[config.mk]
export PLATFORM = sky130hd
export DESIGN_NAME = rx_symbol_decoder
export DESIGN_NICKNAME = d
export VERILOG_FILES = /design/src/rtl/rx_sym_pkg.sv /design/src/rtl/rx_sym_classify.sv /design/src/rtl/rx_frame_fsm.sv /design/src/rtl/rx_err_counter.sv /design/src/rtl/rx_symbol_decoder.sv
export SDC_FILE = /design/constraint.sdc
export NUM_CORES = 1
export LEC_CHECK = 0
export CAP_MARGIN = 5
export CORE_MARGIN = 5
export CORE_UTILIZATION = 40
export CTS_CLUSTER_SIZE = 16
export DETAILED_ROUTE_END_ITERATION = 8
export DONT_BUFFER_PORTS = 1
export PLACE_DENSITY_LB_ADDON = 0.2
export SYNTH_ARGS = -nofsm -noshare
export SYNTH_HDL_FRONTEND = slang
export SYNTH_SLANG_ARGS = --single-unit
export TNS_END_PERCENT = 100
[constraint.sdc]
create_clock -name clk -period 1.8 [get_ports clk]
set_input_delay 0.09 -clock clk [delete_from_list [all_inputs] [get_ports clk]]
set_output_delay 0.09 -clock clk [all_outputs]
set_load 0.02 [all_outputs]
[src/rtl/rx_sym_pkg.sv]
package rx_sym_pkg;

    typedef enum logic [2:0] {
        SC_DATA, SC_IDLE, SC_SSD1, SC_SSD2, SC_ESD1, SC_ESD2, SC_HALT, SC_BAD
    } sym_class_e;

    typedef struct packed {
        sym_class_e cls;
        logic [3:0] nib;
    } sym_info_t;

    typedef enum logic [1:0] {
        S_IDLE, S_SSD2, S_FRAME, S_END
    } rx_state_e;

    localparam logic [3:0] PREAMBLE_NIB = 4'b0101;

    function automatic sym_info_t classify(input logic [4:0] s);
        sym_info_t r;
        r.cls = SC_DATA;
        r.nib = 4'h0;
        unique case (s)
            5'b11110: r.nib = 4'h0;
            5'b01001: r.nib = 4'h1;
            5'b10100: r.nib = 4'h2;
            5'b10101: r.nib = 4'h3;
            5'b01010: r.nib = 4'h4;
            5'b01011: r.nib = 4'h5;
            5'b01110: r.nib = 4'h6;
            5'b01111: r.nib = 4'h7;
            5'b10010: r.nib = 4'h8;
            5'b10011: r.nib = 4'h9;
            5'b10110: r.nib = 4'hA;
            5'b10111: r.nib = 4'hB;
            5'b11010: r.nib = 4'hC;
            5'b11011: r.nib = 4'hD;
            5'b11100: r.nib = 4'hE;
            5'b11101: r.nib = 4'hF;
            5'b11111: r.cls = SC_IDLE;
            5'b11000: r.cls = SC_SSD1;
            5'b10001: r.cls = SC_SSD2;
            5'b01101: r.cls = SC_ESD1;
            5'b00111: r.cls = SC_ESD2;
            5'b00100: r.cls = SC_HALT;
            default:  r.cls = SC_BAD;
        endcase
        return r;
    endfunction

endpackage

[src/rtl/rx_sym_classify.sv]
module rx_sym_classify
    import rx_sym_pkg::*;
(
    input  logic [4:0] sym_i,
    output sym_info_t  info_o
);
    always_comb begin
        info_o = classify(sym_i);
    end
endmodule

[src/rtl/rx_frame_fsm.sv]
module rx_frame_fsm
    import rx_sym_pkg::*;
(
    input  logic       clk,
    input  logic       rst_n,
    input  logic       sym_valid_i,
    input  logic       link_up_i,
    input  sym_info_t  info_i,
    output logic [3:0] rxd_o,
    output logic       rx_dv_o,
    output logic       rx_er_o,
    output logic       crs_o,
    output logic       err_first_o
);
    rx_state_e  st_q, st_n;
    logic [3:0] rxd_q, rxd_n;
    logic       dv_q, dv_n, er_q, er_n, crs_q, crs_n;
    logic       seen_q, seen_n;
    logic       hit_err;

    // state register
    always_ff @(posedge clk) begin
        if (!rst_n) begin
            st_q   <= S_IDLE;
            seen_q <= 1'b0;
        end else begin
            st_q   <= st_n;
            seen_q <= seen_n;
        end
    end

    // next state and next outputs
    always_comb begin
        st_n    = st_q;
        seen_n  = seen_q;
        rxd_n   = rxd_q;
        dv_n    = dv_q;
        er_n    = er_q;
        crs_n   = crs_q;
        hit_err = 1'b0;
        err_first_o = 1'b0;
        if (!link_up_i) begin
            st_n   = S_IDLE;
            seen_n = 1'b0;
            rxd_n  = 4'h0;
            dv_n   = 1'b0;
            er_n   = 1'b0;
            crs_n  = 1'b0;
        end else if (sym_valid_i) begin
            rxd_n = 4'h0;
            dv_n  = 1'b0;
            er_n  = 1'b0;
            crs_n = 1'b0;
            unique case (st_q)
                S_IDLE: begin
                    if (info_i.cls == SC_SSD1) begin
                        st_n   = S_SSD2;
                        seen_n = 1'b0;
                        crs_n  = 1'b1;
                        rxd_n  = PREAMBLE_NIB;
                    end
                end
                S_SSD2: begin
                    if (info_i.cls == SC_SSD2) begin
                        st_n  = S_FRAME;
                        crs_n = 1'b1;
                        rxd_n = PREAMBLE_NIB;
                    end else begin
                        st_n = S_IDLE;
                    end
                end
                S_FRAME: begin
                    crs_n = 1'b1;
                    if (info_i.cls == SC_DATA) begin
                        dv_n  = 1'b1;
                        rxd_n = info_i.nib;
                    end else if (info_i.cls == SC_ESD1) begin
                        st_n = S_END;
                    end else begin
                        dv_n    = 1'b1;
                        hit_err = 1'b1;
                    end
                end
                S_END: begin
                    if (info_i.cls == SC_ESD2) begin
                        st_n = S_IDLE;
                    end else begin
                        st_n    = S_FRAME;
                        crs_n   = 1'b1;
                        dv_n    = 1'b1;
                        hit_err = 1'b1;
                    end
                end
                default: st_n = S_IDLE;
            endcase
            if (hit_err) begin
                er_n        = 1'b1;
                err_first_o = !seen_q;
                seen_n      = 1'b1;
            end
        end
    end

    // output registers
    always_ff @(posedge clk) begin
        if (!rst_n) begin
            rxd_q <= 4'h0;
            dv_q  <= 1'b0;
            er_q  <= 1'b0;
            crs_q <= 1'b0;
        end else begin
            rxd_q <= rxd_n;
            dv_q  <= dv_n;
            er_q  <= er_n;
            crs_q <= crs_n;
        end
    end

    assign rxd_o   = rxd_q;
    assign rx_dv_o = dv_q;
    assign rx_er_o = er_q;
    assign crs_o   = crs_q;
endmodule

[src/rtl/rx_err_counter.sv]
module rx_err_counter #(
    parameter int CNT_W = 16
) (
    input  logic             clk,
    input  logic             rst_n,
    input  logic             bump_i,
    input  logic             rd_i,
    output logic [CNT_W-1:0] count_o
);
    localparam logic [CNT_W-1:0] CNT_MAX = {CNT_W{1'b1}};
    localparam logic [CNT_W-1:0] CNT_ONE = {{(CNT_W-1){1'b0}}, 1'b1};

    logic [CNT_W-1:0] cnt_q;

    always_ff @(posedge clk) begin
        if (!rst_n) begin
            cnt_q <= '0;
        end else if (rd_i) begin
            cnt_q <= bump_i ? CNT_ONE : '0;
        end else if (bump_i && cnt_q != CNT_MAX) begin
            cnt_q <= cnt_q + CNT_ONE;
        end
    end

    assign count_o = cnt_q;
endmodule

[src/rtl/rx_symbol_decoder.sv]
module rx_symbol_decoder
    import rx_sym_pkg::*;
#(
    parameter int CNT_W = 16
) (
    input  logic             clk,
    input  logic             rst_n,
    input  logic [4:0]       sym_i,
    input  logic             sym_valid_i,
    input  logic             link_up_i,
    input  logic             cnt_rd_i,
    output logic [3:0]       rxd_o,
    output logic             rx_dv_o,
    output logic             rx_er_o,
    output logic             crs_o,
    output logic [CNT_W-1:0] err_count_o
);
    sym_info_t info;
    logic      err_first;

    rx_sym_classify u_classify (
        .sym_i  (sym_i),
        .info_o (info)
    );

    rx_frame_fsm u_fsm (
        .clk         (clk),
        .rst_n       (rst_n),
        .sym_valid_i (sym_valid_i),
        .link_up_i   (link_up_i),
        .info_i      (info),
        .rxd_o       (rxd_o),
        .rx_dv_o     (rx_dv_o),
        .rx_er_o     (rx_er_o),
        .crs_o       (crs_o),
        .err_first_o (err_first)
    );

    rx_err_counter #(.CNT_W(CNT_W)) u_cnt (
        .clk     (clk),
        .rst_n   (rst_n),
        .bump_i  (err_first),
        .rd_i    (cnt_rd_i),
        .count_o (err_count_o)
    );
endmodule

# After elaboration in Yosys (flattened, before gate mapping)
# Index checks and enable logic that the tools add are counted.
# W data, S select, Z words.
[classes] n_mux=33 add_sub_neg=1 eq_ne=33 reduce_logical=11
[op_table] operator="$eq A5 B5 Y1 const B" n=14
[op_table] operator="$pmux W4 S15" n=1
[op_table] operator="$mux W16" n=2
[op_table] operator="$eq A5 B4 Y1 const B" n=6
[op_table] operator="$pmux W3 S7" n=1
[op_table] operator="$add A16 B1 Y16 const B" n=1
[op_table] operator="$mux W1" n=16
[op_table] operator="$ne A16 B16 Y1 const B" n=1
[op_table] operator="$reduce_or A16 Y1" n=1
[op_table] operator="$pmux W4 S3" n=1
[op_table] operator="$eq A5 B3 Y1 const B" n=2
[op_table] operator="$mux W2" n=5
[op_table] operator="$pmux W2 S4" n=1
[op_table] operator="$eq A3 B2 Y1 const B" n=2
[op_table] operator="$eq A3 B3 Y1 const B" n=2
[op_table] operator="$mux W3" n=2
[op_table] operator="$reduce_bool A2 Y1" n=3
[op_table] operator="$eq A2 B2 Y1 const B" n=2
[op_table] operator="$mux W4" n=1
[op_table] operator="$ne A2 B1 Y1 const B" n=2
[op_table] operator="$pmux W1 S2" n=2
[op_table] operator="$pmux W1 S4" n=1
[op_table] operator="$reduce_and A4 Y1" n=1
[op_table] operator="$logic_not A3 Y1" n=1
[op_table] operator="other kinds (7)" n=7
[totals] regBits=26 in_bits=10

# Depth between registers and ports, before layout
[logic_depth] depth_word=15 depth_mapped=8 ltp_nobuf=6

# Hierarchy
# A second synthesis with hierarchy kept.
[unflattened] cells_unflattened=199 area_unflattened_um2=1612.8
[modules_own_cells] module="rx_err_counter" seq_area_each_um2=320.3 n_inst=1 cells_per_inst=98 area_per_inst_um2=835.8
[modules_own_cells] module="rx_frame_fsm" seq_area_each_um2=200.2 n_inst=1 cells_per_inst=67 area_per_inst_um2=554.3
[modules_own_cells] module="rx_sym_classify" seq_area_each_um2=0.0 n_inst=1 cells_per_inst=34 area_per_inst_um2=222.7

# Worst setup path after synthesis
# Ideal clock, no wire load.
[synth_path] path_type="register to register" start="reg u_cnt.cnt_q[0], in the netlist u_cnt.count_o[0]" end="reg u_cnt.cnt_q[12], in the netlist u_cnt.count_o[12]" stages_incl_launch_ff=8 setup_slack_ps=-215 required_time_ps=1730 period_less_slack_ps=2015 n_path_buf=1 t_arrival_ps=1945 path_cell_list="dfxtp_1 ha_1 inv_1 or2_2 buf_1 or3_1 or3_1 a21oi_1"
[synth_via] elab_chain_len=3
[synth_rtl] element="start, declared" line="rx_err_counter.sv:13" rtl="logic [CNT_W-1:0] cnt_q;"
[synth_rtl] element="start signal, assigned" line="rx_err_counter.sv:19" rtl="cnt_q <= bump_i ? CNT_ONE : '0;"
[synth_rtl] element="start signal, assigned" line="rx_err_counter.sv:21" rtl="cnt_q <= cnt_q + CNT_ONE;"
[synth_rtl] element="$add A16 B1 Y16 / $ne A16 B16 Y1 (equally long branches)" line="rx_err_counter.sv:21, rx_err_counter.sv:20"
[synth_rtl] element="$mux W16 / $logic_and A1 B1 Y1 (equally long branches)" line="rx_err_counter.sv:20" rtl="end else if (bump_i && cnt_q != CNT_MAX) begin"
[synth_rtl] element="$mux W16 / $reduce_bool A2 Y1 (equally long branches)"
# Several ways; a longest one is shown, not always the timed one. The select of a mux whose other input is x is not followed.
# A chain may end at the register's enable or synchronous reset.

# Worst setup path in the final report
[layout_path] start="reg u_cnt.cnt_q[8], in the netlist u_cnt.count_o[8]" end="reg u_cnt.cnt_q[10], in the netlist u_cnt.count_o[10]"
# Same word-level chain as after synthesis.

==> results.toml <==
[die]
start_util_pct = 40.91
rows = 22
die-area_um2 = 5035
die_height_um = 70.96
coreArea_um2 = 3633
boundaryPins = 33
die_w_um = 70.96

[sta]
setup-violations-final = 0
clock-skew-final_ns = 0.005299
period_needed_ns = 1.787
rsz0062_at_grt = "yes"
fin_tns_setup_ns = 0
min_period_over_period_pct = 99.27
fmax_mhz = 559.6
finalHoldViolations = 0
relSlewSlack_pct = 67.82
worst_slew_pin_slew_ns = 0.4827
slew_violations = 0

[setup_path]
critPathKind = "register to register"
crit_arrival_ns = 2.00
cp-end-kind = "register"
worstPathRequired_ns = 2.01
critPathMaxFanout = 6
worstSetupStartpointType = "register"

[synth]
synth_compound_area_share_pct = 20.88
mappedNetlistArea_um2 = 1486
synth_xor_xnor_area_share_pct = 2.357
syn_area_per_cell_um2 = 7.623
ys_warn_count = 0
synth-seq-cells = 26
muxShareOfSynthArea_pct = 0.6734
synthAdderAreaFrac_pct = 0.8418
synth-seq-area-share_pct = 35.02
synthSimpleGateAreaFrac_pct = 34.93
synthFlopType = "dfxtp_1"
syn_nets = 206
synth_cells = 195
synth_async_sr_flop_share_pct = 0
synth_top_family_by_area = "simple AND/OR/NAND/NOR gates"
synth_enable_flop_cells = 0
synth.distinct_cells = 42

[clock_tree]
clk_latency_ns = 0.27
cts.reportedPaths.clkPinSlew_ns = 0.09
htreeDepth = 1
cts_made_buffers = 3
cts_root_buffer = "clkbuf_8"
cts_tree = "built"
clockBufferDepth = 2
cts_sinks = 26

[cells_and_area]
area.sequential_um2 = 540.5
finalInstanceArea_um2 = 1997
area_growth_syn_to_layout_pct = 34.34
diodes = 0
multi_input_area_um2 = 997.2
fin_nets = 242
fillerInstances = 360
final_layout_size_suffix_gt1_share_pct = 31.74

[grt]
grt_pass1_wl_um = 6824
track_usage_pct = 16.06
grt_pass1_vias = 1463
grt_max_degree = 23
gr-total-overflow = 0
antenna_found_initial = 0

[placed_design]
hpwl_um = 2931
place_congestion = 0.8746
port-buffer-count = 0
placed_area_um2 = 1757

[drt]
first_iter_violations = 86
ant_nets = 0
drc = 0
routed_wl_um = 4324
via_count = 1617
dr.pass1.iters = 4
wire_per_inst_um = 15.55
via_per_inst = 5.817

[pwr]
leakage_nw = 0.6841
power_mw = 1.076
pwr-share-clk_pct = 39.9
switchingPower_uw = 229.2
p_seq_share_pct = 53.6
swShare_pct = 21.30
p_comb_share_pct = 6.5
irDropWorstVdd_mv = 0.2694
p_int_uw = 846.7
power.density_nw_per_um2 = 538.8

[min_path]
worstHoldPathType = "input port to register"

[run]
max-cap-violations = 0

[status]
outcome = "completed"
[metrics by stage]
stage / std cells / worst slack (ns) / utilization [%] / hold WS [ns]
floorplan: 195 / 0.001220 / - / 0.2379
global placement: 261 / 0.03951 / 48.35 / 0.2414
finish: 278 / 0.01313 / 54.96 / 0.006019
CTS: 269 / 0.0004550 / 51.27 / 0.004785
detailed placement: 261 / 0.03498 / 48.35 / 0.2490
global route: 278 / -0.05188 / 54.96 / 0.01333
[synth_stat cells, types with 2 or more instances]
library cell,instances,area share (%)
nand3_1,9,3.0
nand2b_1,3,1.3
a21oi_1,19,6.4
clkbuf_1,7,1.8
dfxtp_1,26,35
or4_1,6,3.0
nor3b_1,2,1.0
xnor2_1,4,2.4
buf_2,3,1.0
or2_2,4,1.7
and3b_1,2,1.2
nor3_1,6,2.0
nor2_1,13,3.3
nor4_1,3,1.3
or3_1,6,2.5
nand4_1,7,2.9
inv_1,6,1.5
nand2_1,22,5.6
o31ai_1,6,3.0
nand3b_1,2,1.0
o21ai_0,14,4.7
nor2b_1,4,1.7
o21ai_1,2,0.67
[cell families after synthesis]
| kind of cell | count (synthesis) |
|---|---|
| and+or+nand+nor | 94 |
| AOI/OAI and AO/OA | 51 |
| DFF | 26 |
| buffers and inverters | 18 |
| xor gates and xnor gates | 4 |
| muxes | 1 |
| adders and majority gates | 1 |
[worst max-delay path: stages (launching register included)]
cell	delay [ns]
dfxtp_2	0.33
nand4_1	0.20
buf_4	0.17
nor4_4	0.04
or3_4	0.42
or4_4	0.43
a21oi_2	0.14
[repair_timing]
action | in CTS | in global routing
hold buffers | 4 | 0
hold endpoints to repair | 8 | 0
endpoints found under the setup margin | 0 | 12
gates resized for setup | 0 | 17
setup buffers | 0 | 6
[path summary, 6_finish.rpt]
kind	slack [ns]	startpoint	endpoint	cells past startpoint
worst max-delay path	0.01	u_cnt.count_o[8]	u_cnt.count_o[10]	6
worst min-delay path	0.006	sym_valid_i	u_fsm.rxd_o[1]	2
worst max register to register	0.01	u_cnt.count_o[8]	u_cnt.count_o[10]	6
worst min register to register	0.52	u_fsm.seen_q	u_fsm.seen_q	2
[power by group through the flow]
stage / registers [mW] / clock network, mW / logic [mW]
floorplan: 0.589 / 0 / 0.0581
global placement: 0.590 / 0 / 0.0567
detailed placement: 0.590 / 0 / 0.0582
CTS: 0.576 / 0.444 / 0.0668
global route: 0.577 / 0.470 / 0.0776
finish: 0.576 / 0.430 / 0.0699
[placed cells by master, fill, tap and decap left out, types with 5 or more instances in the layout]
cell type,instances
nand3_1,9
nand2_1,22
o21ai_0,13
nand4_1,7
dfxtp_2,7
inv_1,6
nor2_1,13
a21oi_1,15
nor3_1,5
or3_4,5
buf_4,36
dfxtp_1,16
[flip-flops by register name, summed over array words and instances (netlist names)]
signal	count
u_cnt.count_o	16
u_fsm.rx_dv_o	1
u_fsm.st_q	2
u_fsm.rx_er_o	1
u_fsm.seen_q	1
u_fsm.crs_o	1
u_fsm.rxd_o	4
[cell type report]
cell class | instances | area share (%)
clock buffers | 4 | 3.321
multi-input cells | 154 | 49.94
flip-flops and latches | 26 | 27.07
repair buffers | 40 | 15.54
inverters | 6 | 1.128
well taps | 48 | 3.008
[routing by layer]
| metal | global-route usage [%] | vias to the layer above | part of all wire (%) |
|---|---|---|---|
| li1 | - | 800 | - |
| met5 | 0 | - | 0 |
| met1 | 21.96 | 765 | 44 |
| met4 | 5.428 | 0 | 0.83 |
| met2 | 24.92 | 50 | 48 |
| met3 | 3.551 | 2 | 7.4 |
No activity file was read; power rests on OpenSTA's default activity.
